### config.mk
export PLATFORM = sky130hd
export DESIGN_NAME = video_input_sorter
export DESIGN_NICKNAME = d
export VERILOG_FILES = /design/src/rtl/vis_pkg.sv /design/src/rtl/vis_byte_asm.sv /design/src/rtl/vis_up411.sv /design/src/rtl/vis_fifo.sv /design/src/rtl/video_input_sorter.sv
export SDC_FILE = /design/constraint.sdc
export NUM_CORES = 1
export LEC_CHECK = 0
export BUFFER_PORTS_ARGS = -buffer_cell sky130_fd_sc_hd__buf_4
export CORE_UTILIZATION = 29
export DETAILED_ROUTE_END_ITERATION = 8
export PLACE_DENSITY = 0.57
export SYNTH_ARGS = -nofsm -noshare
export SYNTH_HDL_FRONTEND = slang
export SYNTH_SLANG_ARGS = --single-unit
### constraint.sdc
create_clock -name clk_i -period 4.7 [get_ports clk_i]
set_input_delay 0.47 -clock clk_i [delete_from_list [all_inputs] [get_ports clk_i]]
set_output_delay 0.47 -clock clk_i [all_outputs]
set_load 0.02 [all_outputs]
### src/rtl/vis_pkg.sv
package vis_pkg;
  typedef enum logic [1:0] {
    ST_DATA = 2'd0,
    ST_S1   = 2'd1,
    ST_S2   = 2'd2,
    ST_S3   = 2'd3
  } sync_st_e;

  localparam int META_W = 3; // sol, field, is_cr
endpackage

### src/rtl/vis_byte_asm.sv
module vis_byte_asm
  import vis_pkg::*;
#(
  parameter int DW = 8
) (
  input  logic          clk_i,
  input  logic          rst_ni,
  input  logic          take_i,
  input  logic [DW-1:0] byte_i,
  output logic          vld_o,
  output logic [DW-1:0] y_o,
  output logic [DW-1:0] c_o,
  output logic          cr_o,
  output logic          sol_o,
  output logic          fld_o
);
  localparam int F_BIT = DW - 2;
  localparam int H_BIT = DW - 4;

  sync_st_e      st_q;
  logic [1:0]    phase_q;
  logic          act_q, sol_q, fld_q;
  logic [DW-1:0] c_q;
  logic          is_ff, is_00;

  assign is_ff = (byte_i == '1);
  assign is_00 = (byte_i == '0);

  assign vld_o = take_i && (st_q == ST_DATA) && !is_ff && act_q && phase_q[0];
  assign y_o   = byte_i;
  assign c_o   = c_q;
  assign cr_o  = phase_q[1];
  assign sol_o = sol_q;
  assign fld_o = fld_q;

  always_ff @(posedge clk_i or negedge rst_ni) begin
    if (!rst_ni) begin
      st_q    <= ST_DATA;
      phase_q <= '0;
      act_q   <= 1'b0;
      sol_q   <= 1'b0;
      fld_q   <= 1'b0;
      c_q     <= '0;
    end else if (take_i) begin
      unique case (st_q)
        ST_DATA: begin
          if (is_ff) st_q <= ST_S1;
          else if (act_q) begin
            if (!phase_q[0]) c_q <= byte_i;
            else sol_q <= 1'b0;
            phase_q <= phase_q + 2'd1;
          end
        end
        ST_S1: begin
          st_q <= is_00 ? ST_S2 : ST_DATA;
          if (!is_00) phase_q <= '0;
        end
        ST_S2: begin
          st_q <= is_00 ? ST_S3 : ST_DATA;
          if (!is_00) phase_q <= '0;
        end
        ST_S3: begin
          st_q    <= ST_DATA;
          phase_q <= '0;
          if (!byte_i[H_BIT]) begin
            act_q <= 1'b1;
            sol_q <= 1'b1;
            fld_q <= byte_i[F_BIT];
          end else begin
            act_q <= 1'b0;
          end
        end
        default: st_q <= ST_DATA;
      endcase
    end
  end

  p_realign_r5 : assert property (@(posedge clk_i) disable iff (!rst_ni)
    (st_q == ST_S3 && take_i) |=> (phase_q == 2'd0 && st_q == ST_DATA));

  p_no_emit_in_code_r5 : assert property (@(posedge clk_i) disable iff (!rst_ni)
    (st_q != ST_DATA) |-> !vld_o);
endmodule

### src/rtl/vis_up411.sv
module vis_up411 #(
  parameter int DW = 8
) (
  input  logic          clk_i,
  input  logic          rst_ni,
  input  logic          en_i,
  input  logic          vld_i,
  input  logic          sol_i,
  input  logic [DW-1:0] c_i,
  output logic [DW-1:0] c_o
);
  logic [1:0]    cnt_q, idx;
  logic [DW-1:0] cb_q, cr_q;

  assign idx = sol_i ? 2'd0 : cnt_q;

  always_comb begin
    c_o = c_i;
    if (en_i && idx == 2'd2) c_o = cb_q;
    if (en_i && idx == 2'd3) c_o = cr_q;
  end

  always_ff @(posedge clk_i or negedge rst_ni) begin
    if (!rst_ni) begin
      cnt_q <= '0;
      cb_q  <= '0;
      cr_q  <= '0;
    end else if (vld_i) begin
      cnt_q <= idx + 2'd1;
      if (idx == 2'd0) cb_q <= c_i;
      if (idx == 2'd1) cr_q <= c_i;
    end
  end

  p_group_restart_r6 : assert property (@(posedge clk_i) disable iff (!rst_ni)
    (vld_i && sol_i) |=> (cnt_q == 2'd1));
endmodule

### src/rtl/vis_fifo.sv
module vis_fifo #(
  parameter int W     = 19,
  parameter int DEPTH = 4
) (
  input  logic         clk_i,
  input  logic         rst_ni,
  input  logic         push_i,
  input  logic [W-1:0] wdata_i,
  input  logic         pop_i,
  output logic [W-1:0] rdata_o,
  output logic         full_o,
  output logic         empty_o
);
  localparam int AW = $clog2(DEPTH);

  logic [W-1:0]  mem [DEPTH];
  logic [AW-1:0] wr_q, rd_q;
  logic [AW:0]   cnt_q;

  assign full_o  = (cnt_q == (AW+1)'(DEPTH));
  assign empty_o = (cnt_q == '0);
  assign rdata_o = mem[rd_q];

  always_ff @(posedge clk_i) begin
    if (push_i) mem[wr_q] <= wdata_i;
  end

  always_ff @(posedge clk_i or negedge rst_ni) begin
    if (!rst_ni) begin
      wr_q  <= '0;
      rd_q  <= '0;
      cnt_q <= '0;
    end else begin
      if (push_i) wr_q <= wr_q + 1'b1;
      if (pop_i)  rd_q <= rd_q + 1'b1;
      cnt_q <= cnt_q + (AW+1)'(push_i) - (AW+1)'(pop_i);
    end
  end

  p_no_overflow_r9 : assert property (@(posedge clk_i) disable iff (!rst_ni)
    (push_i && !pop_i) |-> !full_o);

  p_no_underflow_r7 : assert property (@(posedge clk_i) disable iff (!rst_ni)
    pop_i |-> !empty_o);
endmodule

### src/rtl/video_input_sorter.sv
module video_input_sorter
  import vis_pkg::*;
#(
  parameter int DW    = 8,
  parameter int DEPTH = 4
) (
  input  logic          clk_i,
  input  logic          rst_ni,
  input  logic          src_sel_i,
  input  logic          fmt_411_i,
  input  logic [DW-1:0] wide_y_i,
  input  logic [DW-1:0] wide_c_i,
  input  logic          wide_act_i,
  input  logic          wide_field_i,
  input  logic [DW-1:0] byte_i,
  input  logic          byte_qual_i,
  output logic          byte_rdy_o,
  output logic          out_valid_o,
  input  logic          out_req_i,
  output logic [DW-1:0] out_y_o,
  output logic [DW-1:0] out_c_o,
  output logic          out_cr_o,
  output logic          out_sol_o,
  output logic          out_field_o,
  output logic          overrun_o
);
  localparam int FW = 2 * DW + META_W;

  logic          full, empty, pop, push, drop;
  logic          byte_take;
  logic          b_vld, b_cr, b_sol, b_fld;
  logic [DW-1:0] b_y, b_c;
  logic          w_take, w_sol, w_cr, wact_q, wcr_q;
  logic          m_vld, m_cr, m_sol, m_fld;
  logic [DW-1:0] m_y, m_c, u_c;
  logic [FW-1:0] wdata, rdata;
  logic          ovr_q;

  assign pop       = !empty && out_req_i;
  assign byte_take = src_sel_i && byte_qual_i && !full;

  vis_byte_asm #(.DW(DW)) u_asm (
    .clk_i (clk_i),
    .rst_ni(rst_ni),
    .take_i(byte_take),
    .byte_i(byte_i),
    .vld_o (b_vld),
    .y_o   (b_y),
    .c_o   (b_c),
    .cr_o  (b_cr),
    .sol_o (b_sol),
    .fld_o (b_fld)
  );

  // wide source: line starts on rising edge of the active window
  assign w_take = !src_sel_i && wide_act_i;
  assign w_sol  = w_take && !wact_q;
  assign w_cr   = w_sol ? 1'b0 : wcr_q;

  always_ff @(posedge clk_i or negedge rst_ni) begin
    if (!rst_ni) begin
      wact_q <= 1'b0;
      wcr_q  <= 1'b0;
    end else begin
      wact_q <= w_take;
      if (w_take) wcr_q <= ~w_cr;
    end
  end

  assign m_vld = src_sel_i ? b_vld : w_take;
  assign m_y   = src_sel_i ? b_y   : wide_y_i;
  assign m_c   = src_sel_i ? b_c   : wide_c_i;
  assign m_cr  = src_sel_i ? b_cr  : w_cr;
  assign m_sol = src_sel_i ? b_sol : w_sol;
  assign m_fld = src_sel_i ? b_fld : wide_field_i;

  vis_up411 #(.DW(DW)) u_up (
    .clk_i (clk_i),
    .rst_ni(rst_ni),
    .en_i  (fmt_411_i),
    .vld_i (m_vld),
    .sol_i (m_sol),
    .c_i   (m_c),
    .c_o   (u_c)
  );

  assign push  = m_vld && (!full || pop);
  assign drop  = m_vld && full && !pop;
  assign wdata = {m_sol, m_fld, m_cr, m_y, u_c};

  vis_fifo #(.W(FW), .DEPTH(DEPTH)) u_fifo (
    .clk_i  (clk_i),
    .rst_ni (rst_ni),
    .push_i (push),
    .wdata_i(wdata),
    .pop_i  (pop),
    .rdata_o(rdata),
    .full_o (full),
    .empty_o(empty)
  );

  always_ff @(posedge clk_i or negedge rst_ni) begin
    if (!rst_ni) ovr_q <= 1'b0;
    else         ovr_q <= drop;
  end

  assign byte_rdy_o  = !full;
  assign out_valid_o = !empty;
  assign {out_sol_o, out_field_o, out_cr_o, out_y_o, out_c_o} = rdata;
  assign overrun_o   = ovr_q;

  p_hold_r7 : assert property (@(posedge clk_i) disable iff (!rst_ni)
    (out_valid_o && !out_req_i) |=>
      (out_valid_o && $stable({out_y_o, out_c_o, out_cr_o, out_sol_o, out_field_o})));

  p_overrun_wide_r9 : assert property (@(posedge clk_i) disable iff (!rst_ni)
    overrun_o |-> $past(!src_sel_i && wide_act_i));

  p_rdy_full_r8 : assert property (@(posedge clk_i) disable iff (!rst_ni)
    !byte_rdy_o |-> out_valid_o);
endmodule

==> results of run 1 <==
-- per-layer routing --
metal  GRT usage (%)  routed length (um)
met1            19.5                6290
met2            25.0                7340
met3            4.34                 780
met4            5.77                 274
met5               0                   0
-- registers in the layout (all words and copies together), names as in the netlist --
| register | count |
|---|---|
| u_fifo.mem | 76 |
| u_asm.c_o | 8 |
| u_up.cb_q | 8 |
| u_up.cr_q | 8 |
| u_fifo.cnt_q | 3 |
| u_asm.phase_q | 2 |
| u_asm.st_q | 2 |
| u_fifo.rd_q | 2 |
| u_fifo.wr_q | 2 |
| u_up.cnt_q | 2 |
| overrun_o | 1 |
| u_asm.act_q | 1 |
| u_asm.fld_o | 1 |
| u_asm.sol_o | 1 |
| wact_q | 1 |
| wcr_q | 1 |
-- path summary, 6_finish.rpt --
kind | start | end | slack (ns) | cells past startpoint
max | u_fifo.cnt_q[2] | u_fifo.cnt_q[2] | 1.73 | 9
min | rst_ni | u_up.cr_q[5] | 0.06 | 1
max reg2reg | u_fifo.cnt_q[2] | u_fifo.cnt_q[2] | 1.73 | 9
min reg2reg | u_asm.fld_o | u_asm.fld_o | 0.51 | 1
max in group asynchronous | rst_ni | u_up.cb_q[0] | 4.23 | 1
min in group clk_i | out_req_i | overrun_o | 0.24 | 2
-- per-stage QoR --
step / power (mW) / hold slack, ns / std cells
floorplan: 2.51 / 0.174 / 413
global placement: 2.94 / 0.484 / 714
detailed placement: 2.99 / 0.496 / 714
CTS: 4.23 / 0.0820 / 746
global route: 4.42 / 0.0969 / 746
finish: 4.20 / 0.0550 / 746
-- Yosys cell counts, types with 5 or more instances --
library cell	number
a221oi_1	16
a22oi_1	8
buf_2	5
buf_4	5
clkbuf_1	9
dfrtp_1	43
edfxtp_1	76
ha_1	15
inv_1	16
mux2_2	27
mux2i_1	11
mux4_2	19
nand2_1	15
nand3_1	25
nor2b_1	18
nor3b_1	5
o211ai_1	21
o22ai_1	8
or4_1	18
-- layout make-up --
type,instances,area share (%)
clock inverter,10,1.48
clock buffer,22,6.26
inverter,17,0.900
sequential,119,47.4
multi-input combinational,252,32.5
tap,265,4.68
timing repair buffer,61,6.81
-- logic make-up (layout without fill, tap and decap cells) --
family / Yosys count / in the layout / synth area share [%]
AND/OR/NAND/NOR: 103 / 103 / 10.7
buffers and inverters: 42 / 110 / 3.64
XOR/XNOR: 4 / 4 / 0.599
AO/OA/AOI/OAI: 70 / 70 / 9.16
adder cells (fa/ha/maj): 16 / 16 / 3.55
multiplexers: 59 / 59 / 14.9
flip-flops: 119 / 119 / 57.4
-- power by group --
group,internal [mW],switching [mW],leakage [nW]
combinational,0.627,0.788,1.14
clock,0.772,0.458,0.269
sequential,1.35,0.204,1.16
total,2.75,1.45,2.57
-- cells in the final DEF, fill, tap and decap left out, types with 5 or more instances in the layout --
| cell type | instances |
|---|---|
| nor2b_1 | 18 |
| clkinv_2 | 5 |
| or4_1 | 18 |
| o211ai_1 | 21 |
| mux2_2 | 27 |
| nand2_1 | 15 |
| clkbuf_16 | 17 |
| mux4_2 | 19 |
| edfxtp_1 | 76 |
| o22ai_1 | 8 |
| a22oi_1 | 8 |
| ha_1 | 15 |
| dfrtp_1 | 43 |
| mux2i_1 | 10 |
| clkbuf_1 | 5 |
| nand3_1 | 25 |
| a221oi_1 | 16 |
| inv_1 | 16 |
| buf_4 | 59 |
==> results.cfg, run 1 <==
[clock_network]
path_clk_slew_ns = 0.06
clockRootBuffer = clkbuf_16
cts_sinks = 119
postCtsSetupBuffers = 0
ctsHoldBuffers = 0
ctsResizeCount = 0
worst_skew_pair.late_latency_ns = 0.42
numCtsBuffers = 17
htreeDepth = 4
cts_tree = done
clockBufferDepth = 2

[job]
max-cap-violations = 0

[global_routing]
grt_usage_pct = 15.4
grt_overflow = 0
antenna_found_initial = 0
grt_pass1_vias = 4151
grt_max_degree = 44
grt_pass1_wl_um = 23400

[floorplan]
start_util_pct = 29.9
row_count = 51
ios = 54
die_w_um = 144
die_y_um = 144
core_area_um2 = 19600
dieArea_um2 = 20700

[detailed_routing]
viasPerCell = 5.23
drtIter0Drc = 301
wl_um = 14700
routedWlPerCell_um = 19.7
ant_nets = 0
dr.pass1.iters = 5
vias = 3899
drc = 0

[finish]
num_antenna_cells = 0
final_layout_size_suffix_gt1_share_pct = 30.1
area_delta_synth_final_pct = 21.2
nets = 516
fillers = 1894
seqCellArea_um2 = 3360
design_area_um2 = 7090
postLayoutCoreUtil_pct = 36.2
multi_input_area_um2 = 2310

[synth]
synth_area_um2 = 5850
synthTopCellsByArea = edfxtp_1, dfrtp_1, mux4_2
yosysTopAreaCell = edfxtp_1
ys_ff_latch = 119
synth_ff_type = edfxtp_1
synth_enable_flop_cells = 76
synth_fp_nets = 461
syn_inst = 413
async_flop_share_pct = 36.1
avgSynthCellArea_um2 = 14.2
yosysSeqAreaShare_pct = 57.4
synthDominantCellAreaShare_pct = 39.0
yosys_warnings = 0
synth_cell_types = 49

[timing]
min_period_ns = 2.97
max_slew_margin_pct = 22.7
tightestPinTransition_ns = 1.16
finalHoldViolCount = 0
rsz0062_at_grt = no
drv_slew = 0
finalCritPeriodShare_pct = 63.2
timing.fmax_mhz = 337
skew_ns = 0.0106
report.final.setup_viol = 0
fin_setup_tns_ns = 0
timing.final.ws_setup_ns = 1.73

[critical_path]
worstPathRequired_ns = 5.01
crit_family = simple AND/OR/NAND/NOR gates
cp_cell_sequence = or3b_1, nand4_4, o31a_4, nor2_1, ha_1, inv_1, fa_1, xnor2_1, xnor2_1
critPathSlowestCell = o31a_4
cpMostUsedCell = xnor2_1
critPathLaunchType = register
end_kind = register
slowest_delay_ns = 0.58
worstSetupPathType = register to register
crit_fanout = 38
worstPathArrival_ns = 3.28
path_buf_inv = 1

[pwr]
power.leakage_nw = 2.57
ir_drop_mv = 0.285
p_per_area_nw_per_um2 = 592

[hold_path]
hold_class = primary input to async pin

[placed_design]
finalWeightedCongestion = 0.825
dp_hpwl_um = 9750
place_ws_ns = 1.49
port_buffers = 53
post_dp_cell_area_um2 = 6540

[run_status]
status = finished, final reports clean
Note: power is estimated with default switching activity, not from simulation.
==> run 2: changes to the inputs <==
- PLACE_DENSITY: 0.57 -> 0.58
- clock period: 4.7 -> 2.5 ns (I/O delays scaled with it)
==> run 2 against run 1 <==
Sequential share of layout area down 1.4 points. Clock skew decreased by 0.0027 ns. Global-route usage down 0.61 points. Sequential power is 83% higher. Non-clock buffer count rose by 18. Largest cell class unchanged.
==> results.cfg, run 2 (synthesized netlist as in run 1, its figures left out) <==
[clock_network]
numCtsBuffers = 17
cts_tree = done
clockRootBuffer = clkbuf_16
path_clk_slew_ns = 0.06
cts_sinks = 119
htreeDepth = 4
worst_skew_pair.late_latency_ns = 0.41
clockBufferDepth = 2
postCtsSetupBuffers = 0

[floorplan]
core_area_um2 = 19600
start_util_pct = 29.9
die_w_um = 144
ios = 54
die_y_um = 144
row_count = 51
dieArea_um2 = 20700

[detailed_routing]
wl_um = 14400
ant_nets = 0
dr.pass1.iters = 5
vias = 3931
drtIter0Drc = 371
drc = 0
viasPerCell = 5.15
routedWlPerCell_um = 18.9

[finish]
nets = 534
regMostFlops = u_fifo.mem
fillers = 1874
postLayoutCoreUtil_pct = 37.3
final_common_cell = edfxtp_1
area_delta_synth_final_pct = 24.9
final_cell_mix = edfxtp_1, buf_4, dfrtp_1
num_antenna_cells = 0
final_layout_size_suffix_gt1_share_pct = 34.3
largest_reg_flops = 76

[critical_path]
crit_fanout = 5
crit_end = u_fifo.cnt_q[2]
critPathLaunchType = register
path_buf_inv = 2
worstPathArrival_ns = 2.64
slowest_delay_ns = 0.46
end_kind = register
r2r-start = u_fifo.cnt_q[1]
startpoint = u_fifo.cnt_q[1]
worstSetupPathType = register to register
worstPathRequired_ns = 2.80
crit_family = adder cells
cp_cell_sequence = or3_1, and2_2, ha_1, inv_1, ha_1, inv_1, fa_2, xnor2_2, xnor2_1
rrSetupSlack_ns = 0.15
critPathSlowestCell = dfrtp_1
r2r_end = u_fifo.cnt_q[2]
reg2reg_depth = 9
path_depth = 9

[pwr]
ir_drop_mv = 0.472
p_per_area_nw_per_um2 = 1120
total_power_mw = 8.18
power.leakage_nw = 2.68

[job]
max-cap-violations = 0

[timing]
rsz0062_at_grt = no
skew_ns = 0.00793
finalHoldViolCount = 0
timing.final.ws_setup_ns = 0.152
max_slew_margin_pct = 50.8
finalCritPeriodShare_pct = 93.9
report.final.setup_viol = 0
min_period_ns = 2.35
whs_ns = 0.0577
timing.fmax_mhz = 426
tightestPinTransition_ns = 0.732
fin_setup_tns_ns = 0
drv_slew = 0

[global_routing]
antenna_found_initial = 0
grt_max_degree = 44
grt_pass1_wl_um = 22600
grt_overflow = 0
grt_usage_pct = 14.8
grt_pass1_vias = 4047

[placed_design]
dp_hpwl_um = 9740
finalWeightedCongestion = 0.826
port_buffers = 53
place_ws_ns = 0.148

[run_status]
status = finished, final reports clean

[hold_path]
hold_class = primary input to register
run 2: changes by cell type in the layout (fill, tap and decap cells not counted), moves of 2 or more:
cell and delta:
inv_6 +2, clkinvlp_4 +4, buf_4 +16, clkbuf_1 -5, clkinv_2 -2
run 2: worst min path at each step:
stage	from	to	slack, ns	depth (start not counted)
after floorplan	rst_ni	overrun_o	-0.05	0
after global placement	rst_ni	overrun_o	0.29	1
after detailed placement	rst_ni	overrun_o	0.30	1
after CTS	out_req_i	overrun_o	0.03	2
after global routing	out_req_i	overrun_o	0.05	2
final	out_req_i	overrun_o	0.06	2
run 2: power by group:
part | leakage (nW) | internal (mW) | total (mW) | switching (mW)
registers | 1.16 | 2.54 | 2.84 | 0.305
logic | 1.23 | 1.31 | 2.88 | 1.57
clock network | 0.282 | 1.57 | 2.46 | 0.890
total | 2.68 | 5.41 | 8.18 | 2.77
run 2: area by class of cell:
cell class,count,area [um2],share of cell area (%)
flip-flops and latches,119,3360,46.0
multi-input cells,252,2320,31.7
repair buffers,79,633,8.67
clock buffers,17,425,5.82
well taps,265,332,4.54
clock inverters,15,178,2.43
inverters,17,63.8,0.873
run 2: per-stage QoR:
| step | instance area, um2 | cells |
|---|---|---|
| floorplan | 5870 | 413 |
| global placement | 6680 | 731 |
| detailed placement | 6680 | 731 |
| CTS | 7290 | 764 |
| global route | 7310 | 764 |
| finish | 7310 | 764 |
run 2: repair_timing:
item | 4_1_cts | 5_1_grt
hold buffers | 1 | 0
setup endpoints to repair | 0 | 1
endpoints found under the hold margin | 43 | 0
gates resized for setup | 0 | 4
run 2: metal layers:
metal	part of all wire [%]	vias up	routed length, um	GRT usage (%)
li1	-	1794	-	-
met1	43	1987	6230	18.7
met2	50	127	7170	24.1
met3	4.9	23	704	3.81
met4	2.4	0	342	6.10
met5	0	-	0	0
